--- src/rtl/usec_timebase_pkg.sv ---
package usec_timebase_pkg;

  typedef struct packed {
    logic [1:0] freq;
    logic [1:0] rate;
    logic       auto_clr;
    logic       cnt_en;
  } tb_cfg_t;

  localparam tb_cfg_t CFG_RESET = '{freq: 2'b01, rate: 2'b00, auto_clr: 1'b1, cnt_en: 1'b0};

  function automatic int unsigned pick4(input logic [1:0] sel, input int unsigned a,
                                        input int unsigned b, input int unsigned c,
                                        input int unsigned d);
    case (sel)
      2'd0:    return a;
      2'd1:    return b;
      2'd2:    return c;
      default: return d;
    endcase
  endfunction

  function automatic int unsigned max4(input int unsigned a, input int unsigned b,
                                       input int unsigned c, input int unsigned d);
    int unsigned m;
    m = a;
    if (b > m) m = b;
    if (c > m) m = c;
    if (d > m) m = d;
    return m;
  endfunction

endpackage

--- src/rtl/usec_prescale.sv ---
module usec_prescale #(
  parameter int unsigned BASE_DIV = 12,
  parameter int unsigned STEP_DIV = 4
) (
  input  logic       clk,
  input  logic       rst_n,
  input  logic [1:0] freq_sel,
  output logic       us_stb
);
  localparam int unsigned MAXDIV = BASE_DIV + 3 * STEP_DIV;
  localparam int unsigned CW     = $clog2(MAXDIV + 1);

  logic [CW-1:0] cnt_q;
  logic [CW-1:0] lim;

  always_comb begin
    lim    = CW'(BASE_DIV + STEP_DIV * int'(freq_sel) - 1);
    us_stb = (cnt_q >= lim);
  end

  always_ff @(posedge clk or negedge rst_n) begin
    if (!rst_n)      cnt_q <= '0;
    else if (us_stb) cnt_q <= '0;
    else             cnt_q <= cnt_q + 1'b1;
  end
endmodule

--- src/rtl/usec_ratediv.sv ---
module usec_ratediv
  import usec_timebase_pkg::*;
#(
  parameter int unsigned RATE0 = 1,
  parameter int unsigned RATE1 = 4,
  parameter int unsigned RATE2 = 8,
  parameter int unsigned RATE3 = 32
) (
  input  logic       clk,
  input  logic       rst_n,
  input  logic [1:0] rate_sel,
  input  logic       us_stb,
  output logic       tick
);
  localparam int unsigned RMAX = max4(RATE0, RATE1, RATE2, RATE3);

  generate
    if (RMAX <= 1) begin : g_pass
      logic sel_unused;
      assign sel_unused = ^rate_sel;
      assign tick = us_stb;
    end else begin : g_div
      localparam int unsigned RW = $clog2(RMAX);
      logic [RW-1:0] cnt_q;
      logic [RW-1:0] lim;

      always_comb begin
        lim  = RW'(pick4(rate_sel, RATE0, RATE1, RATE2, RATE3) - 1);
        tick = us_stb && (cnt_q >= lim);
      end

      always_ff @(posedge clk or negedge rst_n) begin
        if (!rst_n)      cnt_q <= '0;
        else if (tick)   cnt_q <= '0;
        else if (us_stb) cnt_q <= cnt_q + 1'b1;
      end
    end
  endgenerate
endmodule

--- src/rtl/usec_counters.sv ---
module usec_counters #(
  parameter int unsigned CLK_W = 16,
  parameter int unsigned TMR_W = 16
) (
  input  logic             clk,
  input  logic             rst_n,
  input  logic             tick,
  input  logic             cnt_en,
  input  logic             clr_req,
  input  logic             clk_ld,
  input  logic [CLK_W-1:0] clk_ld_val,
  input  logic             tmr_ld,
  input  logic [TMR_W-1:0] tmr_ld_val,
  output logic [CLK_W-1:0] clock_val,
  output logic [TMR_W-1:0] timer_val,
  output logic             tmr_expired
);
  logic [CLK_W-1:0] clk_q;
  logic [TMR_W-1:0] tmr_q;
  logic             exp_q;

  always_ff @(posedge clk or negedge rst_n) begin
    if (!rst_n)               clk_q <= '0;
    else if (clk_ld)          clk_q <= clk_ld_val;
    else if (clr_req)         clk_q <= '0;
    else if (tick && cnt_en)  clk_q <= clk_q + 1'b1;
  end

  always_ff @(posedge clk or negedge rst_n) begin
    if (!rst_n) begin
      tmr_q <= '0;
      exp_q <= 1'b0;
    end else begin
      exp_q <= tick && !tmr_ld && (tmr_q == TMR_W'(1));
      if (tmr_ld)                    tmr_q <= tmr_ld_val;
      else if (tick && tmr_q != '0)  tmr_q <= tmr_q - 1'b1;
    end
  end

  assign clock_val   = clk_q;
  assign timer_val   = tmr_q;
  assign tmr_expired = exp_q;
endmodule

--- src/rtl/usec_timebase.sv ---
module usec_timebase
  import usec_timebase_pkg::*;
#(
  parameter int unsigned CLK_W    = 16,
  parameter int unsigned TMR_W    = 16,
  parameter int unsigned BASE_DIV = 12,
  parameter int unsigned STEP_DIV = 4
) (
  input  logic             clk,
  input  logic             rst_n,
  input  logic             cfg_wr,
  input  logic [1:0]       cfg_freq,
  input  logic [1:0]       cfg_rate,
  input  logic             cfg_auto_clr,
  input  logic             cfg_cnt_en,
  input  logic             wait_req,
  input  logic             start,
  input  logic             clk_ld,
  input  logic [CLK_W-1:0] clk_ld_val,
  input  logic             tmr_ld,
  input  logic [TMR_W-1:0] tmr_ld_val,
  output logic [CLK_W-1:0] clock_val,
  output logic [TMR_W-1:0] timer_val,
  output logic             tick,
  output logic             tmr_expired
);
  tb_cfg_t cfg_q;
  logic    us_stb;
  logic    en_q;
  logic    auto_q;

  always_ff @(posedge clk or negedge rst_n) begin
    if (!rst_n) begin
      cfg_q <= CFG_RESET;
    end else begin
      if (cfg_wr) begin
        cfg_q.freq     <= cfg_freq;
        cfg_q.rate     <= cfg_rate;
        cfg_q.auto_clr <= cfg_auto_clr;
      end
      cfg_q.cnt_en <= (cfg_wr ? cfg_cnt_en : cfg_q.cnt_en) | wait_req;
    end
  end

  assign en_q   = cfg_q.cnt_en;
  assign auto_q = cfg_q.auto_clr;

  usec_prescale #(.BASE_DIV(BASE_DIV), .STEP_DIV(STEP_DIV)) u_pre (
    .clk(clk), .rst_n(rst_n), .freq_sel(cfg_q.freq), .us_stb(us_stb)
  );

  usec_ratediv u_rate (
    .clk(clk), .rst_n(rst_n), .rate_sel(cfg_q.rate), .us_stb(us_stb), .tick(tick)
  );

  usec_counters #(.CLK_W(CLK_W), .TMR_W(TMR_W)) u_cnt (
    .clk(clk), .rst_n(rst_n), .tick(tick), .cnt_en(en_q),
    .clr_req(start && auto_q),
    .clk_ld(clk_ld), .clk_ld_val(clk_ld_val),
    .tmr_ld(tmr_ld), .tmr_ld_val(tmr_ld_val),
    .clock_val(clock_val), .timer_val(timer_val), .tmr_expired(tmr_expired)
  );
endmodule

--- config.mk ---
export PLATFORM = sky130hd
export DESIGN_NAME = usec_timebase
export DESIGN_NICKNAME = d
export VERILOG_FILES = /design/src/rtl/usec_timebase_pkg.sv /design/src/rtl/usec_prescale.sv /design/src/rtl/usec_ratediv.sv /design/src/rtl/usec_counters.sv /design/src/rtl/usec_timebase.sv
export SDC_FILE = /design/constraint.sdc
export NUM_CORES = 1
export LEC_CHECK = 0
export BUFFER_PORTS_ARGS = -buffer_cell sky130_fd_sc_hd__buf_4
export CAP_MARGIN = 5
export CELL_PAD_IN_SITES_DETAIL_PLACEMENT = 1
export CELL_PAD_IN_SITES_GLOBAL_PLACEMENT = 1
export CORE_UTILIZATION = 32
export DETAILED_ROUTE_END_ITERATION = 8
export PLACE_DENSITY_LB_ADDON = 0.2
export SLEW_MARGIN = 20
export SYNTH_ARGS = -nofsm -noshare
export SYNTH_HDL_FRONTEND = slang
export SYNTH_SLANG_ARGS = --single-unit
--- constraint.sdc ---
create_clock -name clk -period 7.1 [get_ports clk]
set_input_delay 0.71 -clock clk [delete_from_list [all_inputs] [get_ports clk]]
set_output_delay 0.71 -clock clk [all_outputs]
set_load 0.03 [all_outputs]
==> impl_results.md, run 1 <==
* Status: finished, final reports clean
* Area after DPL at 3950 um^2
* Tcrit/Tclk final at 0.468
* Via count at 3260
* Initial antenna violation count at 0
* Post-DR wirelength/cell at 17.7 um
* Post-route ant nets at 0
* Setup-failing EPs final at 0
* Power Density at 271 nW/um^2
* Crit path top cell by count: buf_4
* Core ar. at 9820 um^2
* Startpoint type of the worst setup path: flop
* Clock share of power at 0.219
* # rows at 36
* Vias per cell at 5.73
* Post-synth EDFFs at 0
* PortBufs at 78
* Net Sw Frac at 0.435
* Worst Setup SP: cfg_q[3]$_DFFE_PN0P_
* First-pass GRT wire length at 16400 um
* Post-Syn Nets at 433
* Top FF cell, synth: dfrtp_1
* FF/Latch Area at 1230 um^2
* GP Congestion at 0.809
* Fin area at 4080 um^2
* Synth cell types at 57
* Max-slew violation count at 0
* Die Ht at 103 um
* Synthesized area at 3260 um^2
* Total of max-cap violations at 0
* WS Path Type: flop to output port
* Ports at 79
* Hold_buf cts at 0
* Total CTS buffers at 5
* Peak supply drop at 0.000140 V
* Detailed placer's ending HPWL at 7100 um
* Die width at 103 um
* Leakage at 0.00166 uW
* Reg2Reg Depth at 7
* Post-synthesis mux area share at 0.00691
* Mapped Cells at 374
* Hold Worst Slack at 0.436 ns
* Initial Util at 0.332
* Max Clock Freq at 0.301 GHz
* H-tree depth at 2
* CTS tree: built
* Root Buffer: clkbuf_8
* XOR/XNOR share of the synthesized area at 0.00806
* Largest net degree at the start of global routing at 50
* Flops & latches, synth at 49
* Internal power at 624 uW
* Worst Clk Skew at 0.00908 ns
* Final setup TNS at 0 ns
* Antenna diodes at 0
* Die area at 10600 um^2
* Post-synthesis adder-cell area fraction at 0.0537
* Max stage delay on crit path at 0.40 ns
* Final net count at 494
* Fin crit period at 3.32 ns
* Logic gate share of total power at 0.435
* CP Cell Sequence: or2_2 > ha_1 > nor2b_1 > o21ai_0 > a31oi_4 > buf_4 > nor2_1 > buf_4
* Main combinational cell family by area after synthesis: compound AO/OA/AOI/OAI gates
* Drt first pass iters at 4
* Area Growth Syn to Fin at 25.2%
* Share of cells above drive strength 1 at 0.236
* Post-CTS Setup Inserts at 0
* WP data arrival at 2.61 ns
* Least-Margin Pin Slew at 1.01 ns
* Seq/Total Area, Yosys at 0.377
* Tightest Hold Check Type: input pin to async pin
* Post-synth ARST share at 1.00
* Critical-path top delay cell: dfrtp_1
* Compound-Gate Fraction of Synth Area at 0.268
* Skew-Pair Late Insertion Delay at 0.30 ns
* Unrepaired setup endpoints after global routing: false
* Final hold vios at 0
* Post-synthesis simple-gate area fraction at 0.243
* Slew HR at 0.324
* Number of global-route vias before repair at 3202
* Multi-input logic area at 1910 um^2
* Gr usage total at 0.197
* CP endpoint kind: output port
* CTS Sinks at 49
* DRC at 0
* DRC marker count from the first detailed-route iteration at 102
* Worst reg2reg path endpoint: u_cnt.clock_val[2]$_DFFE_PN0P_
* Syn. warnings at 0
* Switching power at 481 uW
* Worst R2R Setup Slack at 4.34 ns
* Clk buf depth at 2
* Syn Area/Cell at 8.72 um^2
* Layout fillers at 1195
* Reg2Reg Launch Point: cfg_q[4]$_DFFE_PN1P_
* Total congestion overflow at 0
* Clock slew at reported path FFs at 0.10 ns
* Worst Path Required at 6.39 ns
* Post_cts resized at 0
* Seq pwr share at 0.346
* Crit path max fanout at 32
* Final Routed Wirelength at 10100 um
==> power groups by stage <==
stage               clock (uW)  combinational (uW)  sequential [uW]
finish                     242                 481              383
global route               258                 533              393
CTS                        247                 484              384
detailed placement           0                 482              389
global placement             0                 470              388
floorplan                    0                 283              411
==> cells in the final DEF, fill, tap and decap left out, types with 3 or more instances in the layout <==
cell type / instances
nor2_1: 27
nand2_1: 30
a311oi_1: 16
nand3_1: 20
nor4_1: 13
nor3b_1: 3
a2bb2oi_1: 4
and3_1: 4
a221o_1: 3
ha_1: 14
o21ai_1: 4
nand4_1: 6
a221oi_1: 3
inv_1: 9
a21o_1: 4
a31oi_1: 12
a21oi_1: 15
or3_1: 6
o41a_1: 3
o31ai_1: 13
clkbuf_8: 5
or4_1: 11
o21ai_0: 14
nor2b_1: 8
dfrtp_1: 47
nor3_1: 11
a211oi_1: 5
buf_4: 81
o21a_1: 5
a22o_1: 4
==> registers in the layout, indices dropped and copies added (netlist names) <==
register,cells
cfg_q,4
u_rate.g_div.cnt_q,5
u_cnt.clock_val,16
u_cnt.tmr_expired,1
u_pre.cnt_q,5
auto_q,1
u_cnt.timer_val,16
en_q,1
==> through the flow <==
stage / instances / setup WS, ns / total power [uW] / utilization
after floorplan: 374 / 4.21 / 694 / -
after global placement: 561 / 4.17 / 858 / 0.402
after detailed placement: 561 / 4.13 / 871 / 0.402
after CTS: 569 / 3.77 / 1110 / 0.416
after global routing: 569 / 3.58 / 1180 / 0.416
final: 569 / 3.78 / 1110 / 0.416
==> layer usage <==
metal,wire length [um],global-route usage,vias up
li1,-,-,1571
met5,0,0,-
met3,341,0.0285,6
met1,4950,0.279,1621
met4,85,0.0423,0
met2,4720,0.319,62
==> critical path, delay by kind of cell, from the launching register on <==
family	cells	cell delay, ns
flops	1	0.40
simple gates	3	0.50
compound gates	2	0.55
fa+ha+maj	1	0.28
buf+inv	2	0.57
==> kinds of logic (layout without fill, tap and decap cells) <==
group / after synthesis / in the layout
compound gates: 120 / 120
xor+xnor: 3 / 3
fa+ha+maj: 14 / 14
buf+inv: 37 / 99
flops: 49 / 49
mux: 2 / 2
simple gates: 149 / 149
==> worst max-delay path by stage <==
| stage | cells past startpoint | slack [ns] | end |
|---|---|---|---|
| floorplan | 8 | 4.21 | tick |
| global placement | 8 | 4.17 | tick |
| detailed placement | 8 | 4.13 | tick |
| CTS | 8 | 3.77 | tick |
| global route | 8 | 3.58 | tick |
| finish | 8 | 3.78 | tick |
==> Yosys cell counts (5+ instances only) <==
cell type	n	area [um^2]
dfrtp_1	47	1180
nand2_1	30	113
nor2_1	27	101
clkbuf_1	23	86.3
nand3_1	20	100
a311oi_1	16	140
a21oi_1	15	75.1
o21ai_0	15	75.1
ha_1	14	175
a31oi_1	13	81.3
nor4_1	13	81.3
o31ai_1	13	97.6
nor3_1	11	55.1
or4_1	11	82.6
inv_1	9	33.8
nor2b_1	8	50.1
nand4_1	6	37.5
or3_1	6	37.5
a211oi_1	5	37.5
o21a_1	5	37.5
==> cell type report <==
type | instances | area share
clock buffer | 5 | 0.0169
clock inverter | 3 | 0.0159
inverter | 10 | 0.00919
multi-input combinational | 288 | 0.468
sequential | 49 | 0.301
tap | 133 | 0.0407
timing repair buffer | 81 | 0.149
(Power assumes the default switching activity.)
==> run 2: changes to the inputs <==
--- a/config.mk
+++ b/config.mk
@@ -5,6 +5,7 @@
 export SDC_FILE = /design/constraint.sdc
 export NUM_CORES = 1
 export LEC_CHECK = 0
+export ABC_AREA = 1
 export BUFFER_PORTS_ARGS = -buffer_cell sky130_fd_sc_hd__buf_4
 export CAP_MARGIN = 5
 export CELL_PAD_IN_SITES_DETAIL_PLACEMENT = 1
==> constraint.sdc (replaced) <==
create_clock -name clk -period 2.8 [get_ports clk]
set_input_delay 0.28 -clock clk [delete_from_list [all_inputs] [get_ports clk]]
set_output_delay 0.28 -clock clk [all_outputs]
set_load 0.03 [all_outputs]
==> run 2 against run 1 <==
Synthesized area grew 5.2%; non-clock buffer count shrank 2; register-to-register slack lost 3.6 ns; sequential cell count is the same; global-route usage shrank 1.1 points; hold slack lost 0.43 ns; critical path type unchanged.
==> impl_results.md, run 2 <==
* Vias per cell at 4.86
* Status: finished, final reports clean
* DRC at 0
* Synth top cells by count: nand2_1, nand3_1, dfrtp_1
* Worst Path Required at 2.52 ns
* DRC marker count from the first detailed-route iteration at 122
* Reg2Reg Depth at 11
* Via count at 3419
* H-tree depth at 2
* Post-synth ARST share at 1.00
* Met1 Use GR at 0.238
* Reg2Reg Launch Point: cfg_q[3]$_DFFE_PN0P_
* CP endpoint kind: output port
* Syn. warnings at 0
* Post-synth EDFFs at 0
* Largest cells by area after synthesis: dfrtp_1, nand2_1, nand3_1
* Synth cell types at 35
* Max Clock Freq at 0.414 GHz
* Startpoint type of the worst setup path: flop
* Mapped Cells at 495
* Area leader, netlist: dfrtp_1
* Antenna diodes at 0
* Worst R2R Setup Slack at 0.71 ns
* WP data arrival at 2.14 ns
* CTS Sinks at 49
* Seq/Total Area, Yosys at 0.358
* GP Congestion at 0.744
* Die Ht at 106 um
* Crit path max fanout at 6
* Area after DPL at 4100 um^2
* Top-count cell post-synth: nand2_1
* Setup-failing EPs final at 0
* Drt first pass iters at 4
* Clock slew at reported path FFs at 0.10 ns
* Core ar. at 10400 um^2
* Worst reg2reg path endpoint: u_cnt.timer_val[6]$_DFFE_PN0P_
* Gr usage total at 0.187
* Global routing usage on met2 at 0.337
* Fin crit period at 2.42 ns
* Gr busiest metal: met2
* PortBufs at 78
* Commonest non-fill, non-tap cell in the layout: nand2_1
* Number of global-route vias before repair at 3464
* Finished Layout Cells at 703
* Total congestion overflow at 0
* Fin area at 4210 um^2
* Final net count at 625
* Initial Util at 0.331
* Syn Area/Cell at 6.93 um^2
* Total CTS buffers at 5
* Max-slew violation count at 0
* Final hold vios at 0
* Unrepaired setup endpoints after global routing: false
* Clk buf depth at 2
* CTS tree: built
* Final setup TNS at 0 ns
* Tightest Hold Check Type: input pin to async pin
* Root Buffer: clkbuf_8
* Most frequent cells in the layout: nand2_1, buf_4, nand3_1
* Post-route ant nets at 0
* Post-CTS Setup Inserts at 0
* Slew HR at 0.557
* Peak supply drop at 0.000259 V
* Largest net degree at the start of global routing at 50
* Synthesized area at 3430 um^2
* Initial antenna violation count at 0
* Fin worst setup slack at 0.384 ns
* Power Density at 790 nW/um^2
* Top FF cell, synth: dfrtp_1
* Hold_buf cts at 0
* Tcrit/Tclk final at 0.863
* Die area at 11100 um^2
* Placed Instances at 695
* Ports at 79
* Hold Worst Slack at 0.00647 ns
* Post-DR wirelength/cell at 13.9 um
* Post_cts resized at 0
* Die width at 106 um
* Leakage at 0.00220 uW
* Post-synth top area share at 0.343
* Total of max-cap violations at 0
* Place WS at 0.703 ns
* Final Routed Wirelength at 9770 um
* GR Util met3 at 0.0229
* Skew-Pair Late Insertion Delay at 0.31 ns
* WS Path Type: flop to output port
* Flops & latches, synth at 49
* Detailed placer's ending HPWL at 7250 um
* First-pass GRT wire length at 16800 um
* Share of cells above drive strength 1 at 0.208
* # rows at 37
* Area Growth Syn to Fin at 22.8%
* Post-Syn Nets at 554
* Worst Clk Skew at 0.00916 ns
* Least-Margin Pin Slew at 0.665 ns
-- run 2: cell count changes in the layout (fill, tap and decap cells not counted), sizes merged, moves of 14 or more --
cell    previous run  this run
nor2              27        45
nor4              14         0
inv                9        45
a311oi            16         0
nand2             30       192
nand3             20        71
-- run 2: worst max-delay path, cell delays in order (launching register included) --
cell	delay (ns)
dfrtp_1	0.41
nor2_1	0.17
inv_1	0.06
ha_1	0.26
o21ai_0	0.16
nand2_1	0.07
nand2_1	0.06
nand2_1	0.14
nand2_1	0.24
inv_1	0.09
buf_4	0.17
-- run 2: worst max-delay path by stage --
| stage | startpoint | to | slack, ns | cells after the start |
|---|---|---|---|---|
| after floorplan | cfg_q[3]$_DFFE_PN0P_ | tick | 1.0 | 9 |
| after global routing | cfg_q[3]$_DFFE_PN0P_ | tick | 0.16 | 10 |
| after detailed placement | cfg_q[3]$_DFFE_PN0P_ | u_cnt.timer_val[6]$_DFFE_PN0P_ | 0.70 | 11 |
| final | cfg_q[3]$_DFFE_PN0P_ | tick | 0.38 | 10 |
| after global placement | cfg_q[4]$_DFFE_PN1P_ | tick | 0.75 | 7 |
| after CTS | cfg_q[5]$_DFFE_PN0P_ | tick | 0.35 | 9 |
-- run 2: kinds of logic (layout without fill, tap and decap cells) --
group                    after synthesis  after routing  synth area share
AND/OR/NAND/NOR                      319            319             0.417
flip-flops                            49             49             0.358
XOR/XNOR                               7              7            0.0179
buffers and inverters                 60            132            0.0759
AO/OA/AOI/OAI                         44             44            0.0733
adder cells (fa/ha/maj)               14             14            0.0511
multiplexers                           2              2           0.00657
-- run 2: cell type report --
type / count / area (um^2)
clock inverters: 2 / 38.8
inverters: 45 / 169
multi-input cells: 386 / 1940
fillers: 1371 / 6160
repair buffers: 79 / 593
well taps: 136 / 170
clock buffers: 6 / 72.6
flip-flops and latches: 49 / 1230
-- run 2: routing by layer --
metal | up-vias | wire length, um
met2 | 40 | 4830
met3 | 5 | 228
li1 | 1721 | -
met5 | - | 0
met4 | 0 | 84
met1 | 1653 | 4630
-- run 2: through the flow --
step / util / power (uW)
after floorplan: - / 2280
after CTS: 0.406 / 3390
after detailed placement: 0.396 / 2840
after global placement: 0.396 / 2770
final: 0.406 / 3330
after global routing: 0.406 / 3620
-- run 2: where the power goes --
part / switching [uW] / internal (uW) / total (uW)
Clock: 259 / 269 / 528
Combinational: 1020 / 585 / 1610
Sequential: 292 / 902 / 1190
Total: 1570 / 1760 / 3330
